**src/rtl/ltst_pkg.sv**
```systemverilog
package ltst_pkg;
  typedef enum logic [1:0] {ST_IDLE, ST_CONV, ST_WAIT, ST_EVAL} ltst_state_e;
  typedef enum logic {EDGE_LO, EDGE_HI} ltst_edge_e;
  typedef enum logic [1:0] {V_BAL, V_HIGH, V_LOW} ltst_verdict_e;
endpackage

```
**src/rtl/ltst_vote.sv**
```systemverilog
module ltst_vote
  import ltst_pkg::*;
#(
  parameter int SAMPLES_LOG2 = 4
) (
  input  logic          clk,
  input  logic          rst_n,
  input  logic          clr,
  input  logic          smp_en,
  input  logic          smp_hi,
  output logic          last,
  output ltst_verdict_e verdict
);
  localparam int N  = 1 << SAMPLES_LOG2;
  localparam int CW = SAMPLES_LOG2 + 1;

  logic [CW-1:0] taken_q, taken_d, hi_q, hi_d;

  always_comb begin
    taken_d = taken_q;
    hi_d    = hi_q;
    if (clr) begin
      taken_d = '0;
      hi_d    = '0;
    end else if (smp_en) begin
      taken_d = taken_q + CW'(1);
      hi_d    = hi_q + CW'(smp_hi);
    end
  end

  always_ff @(posedge clk or negedge rst_n) begin
    if (!rst_n) begin
      taken_q <= '0;
      hi_q    <= '0;
    end else begin
      taken_q <= taken_d;
      hi_q    <= hi_d;
    end
  end

  assign last = (taken_q == CW'(N - 1));

  always_comb begin
    if (hi_q > CW'(N / 2))      verdict = V_HIGH;
    else if (hi_q < CW'(N / 2)) verdict = V_LOW;
    else                        verdict = V_BAL;
  end

  // the high count never exceeds the number of samples taken
  assert_vote_bound_R3: assert property (@(posedge clk) disable iff (!rst_n)
    (hi_q <= taken_q) && (taken_q <= CW'(N)));
endmodule

```
**src/rtl/ltst_calc.sv**
```systemverilog
module ltst_calc #(
  parameter int DUT_BITS = 12,
  parameter int REF_BITS = 16,
  parameter int RES_W    = 8
) (
  input  logic [REF_BITS-1:0] lo_edge,
  input  logic [REF_BITS-1:0] hi_edge,
  input  logic [DUT_BITS-1:0] code,
  output logic [RES_W-1:0]    dnl,
  output logic [RES_W-1:0]    inl
);
  localparam int SH   = REF_BITS - DUT_BITS;
  localparam int LSBC = 1 << SH;

  logic [REF_BITS:0]   sum;
  logic [REF_BITS-1:0] center;

  always_comb begin
    sum    = {1'b0, hi_edge} + {1'b0, lo_edge};
    center = REF_BITS'(code) << SH;
    dnl    = RES_W'(hi_edge - lo_edge - REF_BITS'(LSBC));
    inl    = RES_W'((sum >> 1) - {1'b0, center});
  end
endmodule

```
**src/rtl/adc_edge_linearity_tester.sv**
```systemverilog
module adc_edge_linearity_tester
  import ltst_pkg::*;
#(
  parameter int DUT_BITS     = 12,
  parameter int REF_BITS     = 16,
  parameter int SAMPLES_LOG2 = 4,
  parameter int STEP_LIMIT   = 64,
  parameter int RES_W        = 8
) (
  input  logic                clk,
  input  logic                rst_n,
  input  logic                start,
  input  logic [DUT_BITS-1:0] code_k,
  input  logic                adc_done,
  input  logic [DUT_BITS-1:0] adc_code,
  output logic [REF_BITS-1:0] dac_code,
  output logic                convert,
  output logic                busy,
  output logic                done,
  output logic                meas_err,
  output logic [RES_W-1:0]    dnl,
  output logic [RES_W-1:0]    inl
);
  localparam int SH   = REF_BITS - DUT_BITS;
  localparam int HALF = 1 << (SH - 1);
  localparam int SW   = $clog2(STEP_LIMIT);

  logic [1:0] rs_q;
  logic       rst_s;

  always_ff @(posedge clk or negedge rst_n) begin
    if (!rst_n) rs_q <= '0;
    else        rs_q <= {rs_q[0], 1'b1};
  end
  assign rst_s = rs_q[1];

  ltst_state_e         state_q, state_d;
  ltst_edge_e          edge_q, edge_d;
  logic [REF_BITS-1:0] dac_q, dac_d, lo_q, lo_d, center;
  logic [DUT_BITS-1:0] k_q, k_d, thr;
  logic [SW-1:0]       steps_q, steps_d;
  logic [RES_W-1:0]    dnl_q, dnl_d, inl_q, inl_d, c_dnl, c_inl;
  logic                err_q, err_d, done_q, done_d;
  logic                vote_clr, vote_last, smp_en;
  ltst_verdict_e       verdict;

  assign center = REF_BITS'(k_q) << SH;
  assign thr    = (edge_q == EDGE_LO) ? k_q : k_q + DUT_BITS'(1);
  assign smp_en = (state_q == ST_WAIT) && adc_done;

  ltst_vote #(.SAMPLES_LOG2(SAMPLES_LOG2)) u_vote (
    .clk(clk), .rst_n(rst_s), .clr(vote_clr), .smp_en(smp_en),
    .smp_hi(adc_code >= thr), .last(vote_last), .verdict(verdict));

  ltst_calc #(.DUT_BITS(DUT_BITS), .REF_BITS(REF_BITS), .RES_W(RES_W)) u_calc (
    .lo_edge(lo_q), .hi_edge(dac_q), .code(k_q), .dnl(c_dnl), .inl(c_inl));

  always_comb begin
    state_d  = state_q;
    edge_d   = edge_q;
    dac_d    = dac_q;
    lo_d     = lo_q;
    k_d      = k_q;
    steps_d  = steps_q;
    dnl_d    = dnl_q;
    inl_d    = inl_q;
    err_d    = err_q;
    done_d   = 1'b0;
    vote_clr = 1'b0;
    case (state_q)
      ST_IDLE: if (start) begin
        k_d      = code_k;
        dac_d    = (REF_BITS'(code_k) << SH) - REF_BITS'(HALF);
        edge_d   = EDGE_LO;
        steps_d  = '0;
        vote_clr = 1'b1;
        state_d  = ST_CONV;
      end
      ST_CONV: state_d = ST_WAIT;
      ST_WAIT: if (adc_done) state_d = vote_last ? ST_EVAL : ST_CONV;
      default: begin
        vote_clr = 1'b1;
        state_d  = ST_CONV;
        if (verdict == V_BAL) begin
          if (edge_q == EDGE_LO) begin
            lo_d    = dac_q;
            dac_d   = center + REF_BITS'(HALF);
            edge_d  = EDGE_HI;
            steps_d = '0;
          end else begin
            dnl_d   = c_dnl;
            inl_d   = c_inl;
            err_d   = 1'b0;
            done_d  = 1'b1;
            state_d = ST_IDLE;
          end
        end else if (steps_q == SW'(STEP_LIMIT - 1)) begin
          dnl_d   = '0;
          inl_d   = '0;
          err_d   = 1'b1;
          done_d  = 1'b1;
          state_d = ST_IDLE;
        end else begin
          steps_d = steps_q + SW'(1);
          dac_d   = (verdict == V_HIGH) ? dac_q - REF_BITS'(1) : dac_q + REF_BITS'(1);
        end
      end
    endcase
  end

  always_ff @(posedge clk or negedge rst_s) begin
    if (!rst_s) begin
      state_q <= ST_IDLE;
      edge_q  <= EDGE_LO;
      dac_q   <= '0;
      lo_q    <= '0;
      k_q     <= '0;
      steps_q <= '0;
      dnl_q   <= '0;
      inl_q   <= '0;
      err_q   <= 1'b0;
      done_q  <= 1'b0;
    end else begin
      state_q <= state_d;
      edge_q  <= edge_d;
      dac_q   <= dac_d;
      lo_q    <= lo_d;
      k_q     <= k_d;
      steps_q <= steps_d;
      dnl_q   <= dnl_d;
      inl_q   <= inl_d;
      err_q   <= err_d;
      done_q  <= done_d;
    end
  end

  assign dac_code = dac_q;
  assign convert  = (state_q == ST_CONV);
  assign busy     = (state_q != ST_IDLE);
  assign done     = done_q;
  assign meas_err = err_q;
  assign dnl      = dnl_q;
  assign inl      = inl_q;

  // convert is a single-cycle pulse
  assert_conv_pulse_R3: assert property (@(posedge clk) disable iff (!rst_s)
    convert |=> !convert);
  // within one edge search the reference code moves by at most one count
  assert_unit_step_R4: assert property (@(posedge clk) disable iff (!rst_s)
    (busy && $past(busy) && edge_q == $past(edge_q)) |->
      (dac_q == $past(dac_q) || dac_q == $past(dac_q) + REF_BITS'(1) ||
       dac_q == $past(dac_q) - REF_BITS'(1)));
  // an aborted run reports zero results
  assert_abort_zero_R8: assert property (@(posedge clk) disable iff (!rst_s)
    (done && meas_err) |-> (dnl == '0 && inl == '0));
  // done lasts one cycle and coincides with leaving busy
  assert_done_pulse_R9: assert property (@(posedge clk) disable iff (!rst_s)
    done |-> (!busy && $past(busy)) ##1 !done);
  // the latched code is untouched while a run is in progress
  assert_code_hold_R10: assert property (@(posedge clk) disable iff (!rst_s)
    (busy && $past(busy)) |-> $stable(k_q));
endmodule

```
**config.mk**
```make
export PLATFORM = sky130hd
export DESIGN_NAME = adc_edge_linearity_tester
export DESIGN_NICKNAME = d
export VERILOG_FILES = /design/src/rtl/ltst_pkg.sv /design/src/rtl/ltst_vote.sv /design/src/rtl/ltst_calc.sv /design/src/rtl/adc_edge_linearity_tester.sv
export SDC_FILE = /design/constraint.sdc
export NUM_CORES = 1
export LEC_CHECK = 0
export ABC_AREA = 1
export BUFFER_PORTS_ARGS = -buffer_cell sky130_fd_sc_hd__buf_4
export CAP_MARGIN = 20
export CORE_MARGIN = 3
export CORE_UTILIZATION = 36
export DETAILED_ROUTE_END_ITERATION = 16
export PLACE_DENSITY = 0.64
export SYNTH_ARGS = -nofsm -noshare
export SYNTH_HDL_FRONTEND = slang
export SYNTH_SLANG_ARGS = --single-unit
```
**constraint.sdc**
```tcl
create_clock -name clk -period 2.8 [get_ports clk]
set_clock_uncertainty 0.2 [all_clocks]
set_input_delay 0.56 -clock clk [delete_from_list [all_inputs] [get_ports clk]]
set_output_delay 0.56 -clock clk [all_outputs]
set_load 0.02 [all_outputs]
```
==> summary.md, run 1 <==
| Metric | Value |
|---|---|
| Gr usage total | 16.15% |
| Vias | 5287 |
| HP Class | reg2reg |
| Core box area | 0.01548 mm^2 |
| Ys Warns | 0 |
| Met1 Usage GRT | 21.68% |
| Setup CP Type | reg2reg |
| Sequential Power Share | 25.4% |
| Worst Reg2Reg Path Length in Cells | 20 |
| Period utilization | 108.5% |
| Failing checks | negative setup slack |
| TritonCTS clock tree | built |
| Final hold vios | 0 |
| Fmax | 329.2 MHz |
| Die Wd | 133.1 um |
| Sequential share of the synthesized area | 32.72% |
| Worst R2R Start | k_q[0] |
| DRT antenna net count | 0 |
| Dpl hpwl | 10960 um |
| Synthesized instance count | 794 |
| Slew Limit Fails | 0 |
| Bufs on Longest Clock Path | 2 |
| Crit path DAT | 3070 ps |
| Crit end category | flop |
| Outcome | finished, violations left |
| Synth Net Count | 887 |
| Largest net degree at the start of global routing | 75 |
| Static Leak | 3.817 nW |
| Cell with the most instances after synthesis | nand2_1 |
| Synth area leader | dfrtp_1 |
| GR peak layer | met2 |
| Mean Syn Cell Area | 7.320 um^2 |
| Via density | 4.733 |
| Commonest cells in the netlist | nand2_1 (198), inv_1 (116), dfrtp_1 (76), nor2_1 (65), a21oi_1 (64) |
| Period minus WS final | 3038 ps |
| Worst slew margin | 33.41% |
| Maximum VDD drop | 0.5497 mV |
| # DRC | 0 |
| Critical Path Source Type | flop |
| MaxCap Viol Count | 0 |
| H-Tree Level Count | 3 |
| Root Driver | clkbuf_16 |
| Mapped Area | 0.005812 mm^2 |
| Final WL | 13970 um |
| Wirelength per Cell | 12.51 um |
| Placed Area | 0.006736 mm^2 |
| R2R Setup Slk | -240 ps |
| Final net count | 994 |
| Met3 Use GR | 3.308% |
| Actual slew at the worst max-slew pin | 998.9 ps |
| Fill count | 1535 |
| FF+latch count, synth | 76 |
| Async SR Flop Fraction | 100.0% |
| Hold Startpoint | rs_q[0] |
| Layout cells sized above 1 | 19.98% |
| Drt pass-1 iters | 4 |
| PnR worst setup slack | -237.9 ps |
| Sw Pwr | 2.787 mW |
| First-pass GRT wire length | 23350 um |
| Dominant cells by area after synthesis | dfrtp_1 (33%), ha_1 (13%), nand2_1 (13%) |
| Gate power share | 54.0% |
| P&R area growth vs syn | 25.47% |
| Fin util | 47.09% |
| Overall die height | 133.1 um |
| Num rows | 45 |
| Vias in the first global route | 4885 |
| Grt total ovfl | 0 |
| Routability cong. | 0.8848 |
| Critical Path RT | 2840 ps |
| Final setup fails | 4 |
| Cell variety after synth | 46 |
| Pwr Total | 6.335 mW |
| RSZ-0062 raised after global routing | yes |
| Hold Crit Depth | 0 |
| Clock Latency Late Sink | 350 ps |
| Design area | 0.007292 mm^2 |
| Yosys top cell area share | 32.72% |
| # diodes | 0 |
| GR met2 Demand/Resource | 26.35% |
| Clock sinks | 76 |
| CP Max Fanout | 3 |
| P per Cell Area | 868.7 mW/mm^2 |
| # IOs | 64 |
| Hold slack | 150.7 ps |
| Port Buf Inserts | 63 |
| Internal | 3.547 mW |
| Initial antenna violation count | 0 |
| RR Endpoint | u_vote.hi_q[4] |
| Starting Density | 37.54% |
| Reg clk slew, reported paths | 70 ps |
| Setup TNS | -691.2 ps |
| Post-synth EDFFs | 0 |
| Total CTS buffers | 9 |
| Clock share of power | 20.6% |
| Die ar. | 0.01771 mm^2 |
| Hold EP | rs_q[1] |
| Switching Share | 44.00% |
| Top FF cell, synth | dfrtp_1 |
| 1st-iter DRT viols | 281 |
how the worst max path moves through the flow:
stage / start / end / slack, ps
floorplan: k_q[0] / u_vote.hi_q[4] / -180
global placement: k_q[3] / u_vote.hi_q[4] / -230
detailed placement: k_q[1] / u_vote.hi_q[4] / -310
CTS: k_q[0] / u_vote.hi_q[4] / -270
global route: k_q[0] / u_vote.hi_q[4] / -440
finish: k_q[0] / u_vote.hi_q[4] / -240
cells in the final DEF (no fill, tap or decap), drive strengths merged, types with 2 or more instances in the layout:
cell type,n
clkbuf,10
bufinv,2
a22oi,2
o21a,2
ha,61
or2,3
fa,4
buf,110
xor2,25
a31oi,2
nor2,72
a21o,2
xnor2,5
nand4,9
clkinvlp,4
o21ai,58
nand3,47
nand2,199
a21oi,66
nor3,8
mux2,3
dfrtp,76
o22ai,2
inv,122
kinds of logic (layout without fill, tap and decap cells):
logic type | after synthesis | after routing | share of synthesized area, %
xor+xnor | 30 | 30 | 4.521
mux | 4 | 4 | 0.7535
flops | 76 | 76 | 32.72
fa+ha+maj | 65 | 65 | 14.51
other cells | 1 | 1 | 0.06452
simple gates | 342 | 342 | 25.17
compound gates | 138 | 138 | 12.68
buf+inv | 138 | 250 | 9.580
power by group through the flow:
| stage | logic, mW | clock network [mW] | registers (mW) |
|---|---|---|---|
| after floorplan | 2.15 | 0 | 1.74 |
| after global placement | 3.24 | 0 | 1.63 |
| after detailed placement | 3.27 | 0 | 1.63 |
| after CTS | 3.36 | 1.34 | 1.61 |
| after global routing | 3.89 | 1.38 | 1.64 |
| final | 3.42 | 1.30 | 1.61 |
registers in the layout (all words and copies together) (netlist names):
signal,cells
dac_code,16
k_q,12
lo_q,9
dnl,8
inl,8
steps_q,6
u_vote.hi_q,5
u_vote.taken_q,5
rs_q,2
state_q,2
done,1
edge_q,1
meas_err,1
critical path, stage by stage (launching register included):
cell and delay [ps]:
dfrtp_1 370, buf_4 110, buf_4 100, nand4_1 130, nor2_1 140, nand2_1 90
nor2_1 140, xor2_1 150, inv_1 80, ha_4 270, nand2_1 80, nor2_4 100
nand3_1 80, nand4_1 140, ha_4 160, ha_4 110, inv_2 40, nor3_4 170
nand2_1 100, o21ai_1 120, a21oi_1 50
what timing repair did:
| item | in CTS | in global routing |
|---|---|---|
| hold buffers | 1 | 0 |
| setup buffers | 6 | 8 |
| endpoints found under the setup margin | 5 | 16 |
| cloned | 0 | 1 |
| gates resized for setup | 4 | 21 |
| pin swaps | 8 | 10 |
| hold endpoints to repair | 2 | 0 |
layer usage:
metal | vias to the layer above | routed length (um)
li1 | 2776 | -
met1 | 2397 | 6670
met2 | 104 | 6530
met3 | 10 | 606
met4 | 0 | 163
met5 | - | 0
area by class of cell:
| class | count | area [um^2] | area share [%] |
|---|---|---|---|
| clock buffer | 10 | 239.0 | 3.277 |
| clock inverter | 6 | 95.09 | 1.304 |
| sequential | 76 | 1906 | 26.13 |
| timing repair inverter | 1 | 7.507 | 0.1030 |
| timing repair buffer | 111 | 839.6 | 11.51 |
| multi-input combinational | 580 | 3475 | 47.65 |
| tap | 211 | 264.0 | 3.620 |
| inverter | 122 | 466.7 | 6.400 |
metrics by stage:
step,std cells,setup WS [ps]
after floorplan,794,-183.4
after CTS,1108,-269.8
final,1117,-237.9
after detailed placement,1085,-311.6
after global placement,1085,-225.6
after global routing,1117,-444.2
Power figures use the tool's default switching activity.
==> inputs of run 2 (changes only) <==
--- a/config.mk
+++ b/config.mk
@@ -9,9 +9,10 @@
 export BUFFER_PORTS_ARGS = -buffer_cell sky130_fd_sc_hd__buf_4
 export CAP_MARGIN = 20
 export CORE_MARGIN = 3
-export CORE_UTILIZATION = 36
+export CORE_UTILIZATION = 40
 export DETAILED_ROUTE_END_ITERATION = 16
-export PLACE_DENSITY = 0.64
+export PLACE_DENSITY = 0.69
+export SKIP_LAST_GASP = 1
 export SYNTH_ARGS = -nofsm -noshare
 export SYNTH_HDL_FRONTEND = slang
 export SYNTH_SLANG_ARGS = --single-unit
==> run 2 against run 1 <==
  * The run still ends with negative setup slack left
  * Critical path depth down 2
  * Worst setup slack worse by 100 ps
  * Die area down 9.6%
  * Critical path type unchanged
  * Critical endpoint unchanged
  * Highest routed layer unchanged
==> summary.md, run 2 (synthesis results as in run 1) <==
| Metric | Value |
|---|---|
| # IOs | 64 |
| Final hold vios | 0 |
| Final WL | 14230 um |
| DRT antenna net count | 0 |
| Fill count | 1379 |
| Setup TNS | -1252 ps |
| Fmax | 318.3 MHz |
| Critical Path, Cell by Cell | ha_2, nand2_2, nor4_4, nand3_2, buf_4, xor2_1, ha_1, nand2_2, nor2_4, nand3_1, nand4_1, ha_4, ha_4, inv_2, nor3_4, nand2_1, o21ai_1, a21oi_1 |
| Worst stage delay on the critical path | 390 ps |
| Wirelength per Cell | 13.13 um |
| MaxCap Viol Count | 0 |
| Starting Density | 41.39% |
| Total CTS buffers | 9 |
| Pwr Total | 6.307 mW |
| Critical Path RT | 2830 ps |
| Die ar. | 0.01601 mm^2 |
| CP Max Fanout | 3 |
| Slew Limit Fails | 0 |
| Worst Reg2Reg Path Length in Cells | 18 |
| Static Leak | 3.799 nW |
| Final setup fails | 5 |
| R2R Setup Slk | -340 ps |
| Crit end category | flop |
| Port Buf Inserts | 63 |
| Layout cells sized above 1 | 20.69% |
| Internal | 3.465 mW |
| Worst setup startpoint | k_q[1] |
| Die Wd | 126.5 um |
| Clock share of power | 19.1% |
| # diodes | 0 |
| Stages on worst setup path | 18 |
| Leading cell type in the layout, fill and taps excluded | nand2_1 |
| Root Driver | clkbuf_16 |
| Sw Pwr | 2.842 mW |
| Period utilization | 112.2% |
| Maximum VDD drop | 0.5445 mV |
| Clock sinks | 76 |
| Most frequent cells in the layout | nand2_1 (192), inv_1 (113), buf_4 (108), dfrtp_1 (73), nor2_1 (62) |
| Hold slack | 96.76 ps |
| Dpl hpwl | 10820 um |
| Outcome | finished, violations left |
| Grt total ovfl | 0 |
| Overall die height | 126.5 um |
| Via density | 4.922 |
| Setup CP Type | reg2reg |
| CP max stage cell | dfrtp_1 |
| Max FFs per register | 16 |
| Reg clk slew, reported paths | 70 ps |
| Fin util | 51.77% |
| TritonCTS clock tree | built |
| Pre-CTS WS | -345.8 ps |
| P per Cell Area | 867.7 mW/mm^2 |
| Largest delay share family, worst path | simple AND/OR/NAND/NOR gates |
| Bufs on Longest Clock Path | 2 |
| HP Class | reg2async |
| PnR worst setup slack | -341.9 ps |
| RSZ-0062 raised after global routing | yes |
| Largest net degree at the start of global routing | 75 |
| Worst R2R Start | k_q[1] |
| H-Tree Level Count | 3 |
| Vias | 5335 |
| Vias in the first global route | 4927 |
| Buf/Inv on CP | 2 |
| 1st-iter DRT viols | 283 |
| Clock Latency Late Sink | 350 ps |
| Critical Path Sink | u_vote.hi_q[4] |
| Initial antenna violation count | 0 |
| Num rows | 43 |
| Critical Path Source Type | flop |
| Gr usage total | 17.82% |
| # DRC | 0 |
| RR Endpoint | u_vote.hi_q[4] |
| P&R area growth vs syn | 25.08% |
| First-pass GRT wire length | 23470 um |
| Period minus WS final | 3142 ps |
| Sequential Power Share | 25.5% |
| Switching Share | 45.06% |
| Crit path DAT | 3180 ps |
| Core box area | 0.01404 mm^2 |
| Gate power share | 55.4% |
| Routability cong. | 0.9072 |
| Drt pass-1 iters | 4 |
| Failing checks | negative setup slack |
| Final net count | 992 |
==> run 2: worst register-to-register path: cells and delay by family (launching register included) <==
family / cells / cell delay (ps)
buf+inv: 2 / 200
fa+ha+maj: 4 / 800
simple gates: 9 / 1150
xor+xnor: 1 / 130
compound gates: 2 / 170
flops: 1 / 390
==> run 2: per-layer routing <==
metal	track usage, %	routed length (um)	up-vias
li1	-	-	2763
met1	24.33	6633	2446
met2	28.67	6697	109
met3	3.663	670	17
met4	5.174	232	0
met5	0	0	-
==> run 2: worst min path at each step <==
stage	depth (start not counted)	slack, ps	startpoint	endpoint
CTS	1	130	rs_q[1]	meas_err
global placement	1	110	rs_q[1]	done
detailed placement	1	120	rs_q[1]	meas_err
global route	1	150	rs_q[1]	meas_err
floorplan	0	60	rst_n	rs_q[0]
finish	1	100	rs_q[1]	done
==> run 2: stage by stage <==
step           area, um^2  instances
2_1_floorplan        5853        794
3_3_place_gp         6745       1059
3_5_place_dp         6745       1059
4_1_cts              7072       1078
5_1_grt              7269       1084
6_report             7269       1084
==> run 2: cell type report <==
type | instances | area (um^2) | share of cell area [%]
repair buffers | 110 | 840.8 | 11.57
flip-flops and latches | 76 | 1906 | 26.21
clock buffers | 9 | 225.2 | 3.098
clock inverters | 7 | 73.82 | 1.015
multi-input cells | 580 | 3536 | 48.64
inverters | 122 | 462.9 | 6.368
well taps | 180 | 225.2 | 3.098
==> run 2: timing repair <==
item | in CTS | in global routing
hold buffers | 1 | 0
gates cloned | 0 | 0
hold endpoints to repair | 2 | 0
endpoints found under the setup margin | 5 | 14
pin swaps | 3 | 14
gates resized for setup | 1 | 32
setup buffers | 2 | 6
==> run 2: power by group through the flow <==
stage	clock network [mW]	logic, mW	registers [mW]
floorplan	0	2.15	1.74
global placement	0	3.25	1.60
detailed placement	0	3.30	1.60
CTS	1.24	3.34	1.59
global route	1.27	3.95	1.64
finish	1.20	3.50	1.61
==> inputs of run 3 (changes only) <==
==> constraint.sdc (replaced) <==
create_clock -name clk -period 3.48 [get_ports clk]
set_clock_uncertainty 0.2 [all_clocks]
set_input_delay 0.696 -clock clk [delete_from_list [all_inputs] [get_ports clk]]
set_output_delay 0.696 -clock clk [all_outputs]
set_load 0.02 [all_outputs]
==> run 3 against run 2 <==
  * The run now ends clean
  * First-iteration DRC count is 14% lower
  * Non-clock buffer count decreased by 33
  * Wire length decreased by 4.8%
  * Critical path depth grew 2
  * Combinational power down 29%
  * Global-route usage down 0.49 points
  * Critical path type unchanged
  * Largest cell class unchanged
==> summary.md, run 3 (synthesis results as in run 1) <==
| Metric | Value |
|---|---|
| Num rows | 43 |
| # DRC | 0 |
| Final net count | 959 |
| Vias in the first global route | 4793 |
| # diodes | 0 |
| Routability cong. | 0.8850 |
| Slew Limit Fails | 0 |
| Gr usage total | 17.33% |
| Reg clk slew, reported paths | 60 ps |
| Worst stage delay on the critical path | 400 ps |
| Dpl hpwl | 10690 um |
| Static Leak | 3.618 nW |
| Maximum VDD drop | 0.5477 mV |
| Port Buf Inserts | 63 |
| Pwr Total | 4.778 mW |
| Clock sinks | 76 |
| Fill count | 1370 |
| Fin util | 49.00% |
| First-pass GRT wire length | 22690 um |
| Critical Path, Cell by Cell | nand2_2, nor2_1, nand4_1, nor2_1, nand2_1, nor2_2, xor2_1, inv_1, ha_4, nand2_1, nor2_2, nand3_1, nand4_1, ha_2, ha_4, inv_1, nor3_2, nand2_1, o21ai_1, a21oi_1 |
| Bufs on Longest Clock Path | 2 |
| Actual slew at the worst max-slew pin | 668.6 ps |
| Root Driver | clkbuf_16 |
| Final setup fails | 0 |
| Leading cell type in the layout, fill and taps excluded | nand2_1 |
| 1st-iter DRT viols | 244 |
| Max FFs per register | 16 |
| Die ar. | 0.01601 mm^2 |
| Die Wd | 126.5 um |
| Fin cells | 1051 |
| Period minus WS final | 3232 ps |
| Crit end category | flop |
| Most frequent cells in the layout | nand2_1 (197), inv_1 (115), buf_4 (76), dfrtp_1 (74), a21oi_1 (64) |
| Vias | 5161 |
| HP Class | reg2async |
| Setup CP Type | reg2reg |
| Crit path DAT | 3270 ps |
| Overall die height | 126.5 um |
| H-Tree Level Count | 3 |
| Wirelength per Cell | 12.90 um |
| Clock Latency Late Sink | 350 ps |
| Drt pass-1 iters | 5 |
| TritonCTS clock tree | built |
| Largest net degree at the start of global routing | 32 |
| Layout cells sized above 1 | 15.04% |
| Placed instance count | 1030 |
| Period utilization | 92.89% |
| Outcome | complete, no violations |
| P&R area growth vs syn | 18.39% |
| Most common cell on crit path | nand2_1 |
| Fmax | 309.4 MHz |
| Worst slew margin | 55.42% |
| CP Max Fanout | 3 |
| MaxCap Viol Count | 0 |
| CP max stage cell | dfrtp_1 |
| Critical Path Source Type | flop |
| Starting Density | 41.39% |
| Core box area | 0.01404 mm^2 |
| DRT antenna net count | 0 |
| Final WL | 13550 um |
| Initial antenna violation count | 0 |
| # IOs | 64 |
| Critical Path RT | 3520 ps |
| Via density | 4.911 |
| Grt total ovfl | 0 |
| P per Cell Area | 694.5 mW/mm^2 |
| Final hold vios | 0 |
| Total CTS buffers | 9 |
run 3: changes by cell type in the layout (fill, tap and decap cells not counted), moves of 3 or more:
cell,previous run,this run
a21oi_1,60,64
ha_4,8,2
a21oi_2,6,2
ha_1,50,58
clkinv_4,1,4
nand2_2,6,2
buf_4,108,76
nand2_1,192,197
run 3: critical path, delay by kind of cell (launching register included):
kind / cells / cell delay (ps)
AOI/OAI and AO/OA: 2 / 180
xor gates and xnor gates: 1 / 150
adders and majority gates: 3 / 590
buffers and inverters: 2 / 140
DFF: 1 / 400
and+or+nand+nor: 12 / 1450
run 3: area by class of cell:
type / instances / area, um^2 / share of cell area, %
Timing Repair Buffer: 77 / 580.6 / 8.438
Tap cell: 180 / 225.2 / 3.273
Clock inverter: 7 / 83.83 / 1.218
Multi-Input combinational cell: 580 / 3398 / 49.39
Clock buffer: 9 / 225.2 / 3.273
Inverter: 122 / 462.9 / 6.728
Sequential cell: 76 / 1904 / 27.68
run 3: worst paths after layout:
| check | startpoint | endpoint | slack (ps) | cells after the start |
|---|---|---|---|---|
| setup / recovery | k_q[4] | u_vote.hi_q[4] | 250 | 20 |
| hold / removal | rs_q[1] | k_q[11] | 100 | 0 |
| setup reg to reg | k_q[4] | u_vote.hi_q[4] | 250 | 20 |
| hold reg to reg | rs_q[1] | k_q[11] | 100 | 0 |
| max in group asynchronous | rs_q[1] | dnl[2] | 2110 | 1 |
| min in group clk | rs_q[0] | rs_q[1] | 150 | 0 |
run 3: through the flow:
| step | setup slack [ps] | TNS, ps | hold WS (ps) | area [um^2] |
|---|---|---|---|---|
| after global routing | -9.573 | -9.573 | 156.8 | 6880 |
| after CTS | 77.08 | 0 | 128.1 | 6804 |
| after detailed placement | 93.42 | 0 | 123.0 | 6485 |
| after floorplan | 305.0 | 0 | 131.2 | 5812 |
| after global placement | 208.2 | 0 | 122.1 | 6485 |
| final | 247.6 | 0 | 99.41 | 6880 |
run 3: metal layers:
layer	track usage, %	vias up	routed length [um]
li1	-	2702	-
met1	23.69	2351	6544
met4	4.732	0	170
met2	28.05	95	6284
met5	0	-	0
met3	3.537	13	555
run 3: what timing repair did:
action                                  in CTS  in global routing
hold buffers                                 1                  0
buffers inserted                             0                  4
endpoints found under the setup margin       0                  5
resized for setup                            0                 12
hold endpoints to repair                     2                  0
run 3: report_power, final:
group | switching, mW | internal, mW | total, mW
sequential | 0.239 | 1.09 | 1.33
clock | 0.403 | 0.566 | 0.969
combinational | 1.55 | 0.926 | 2.48
total | 2.19 | 2.59 | 4.78
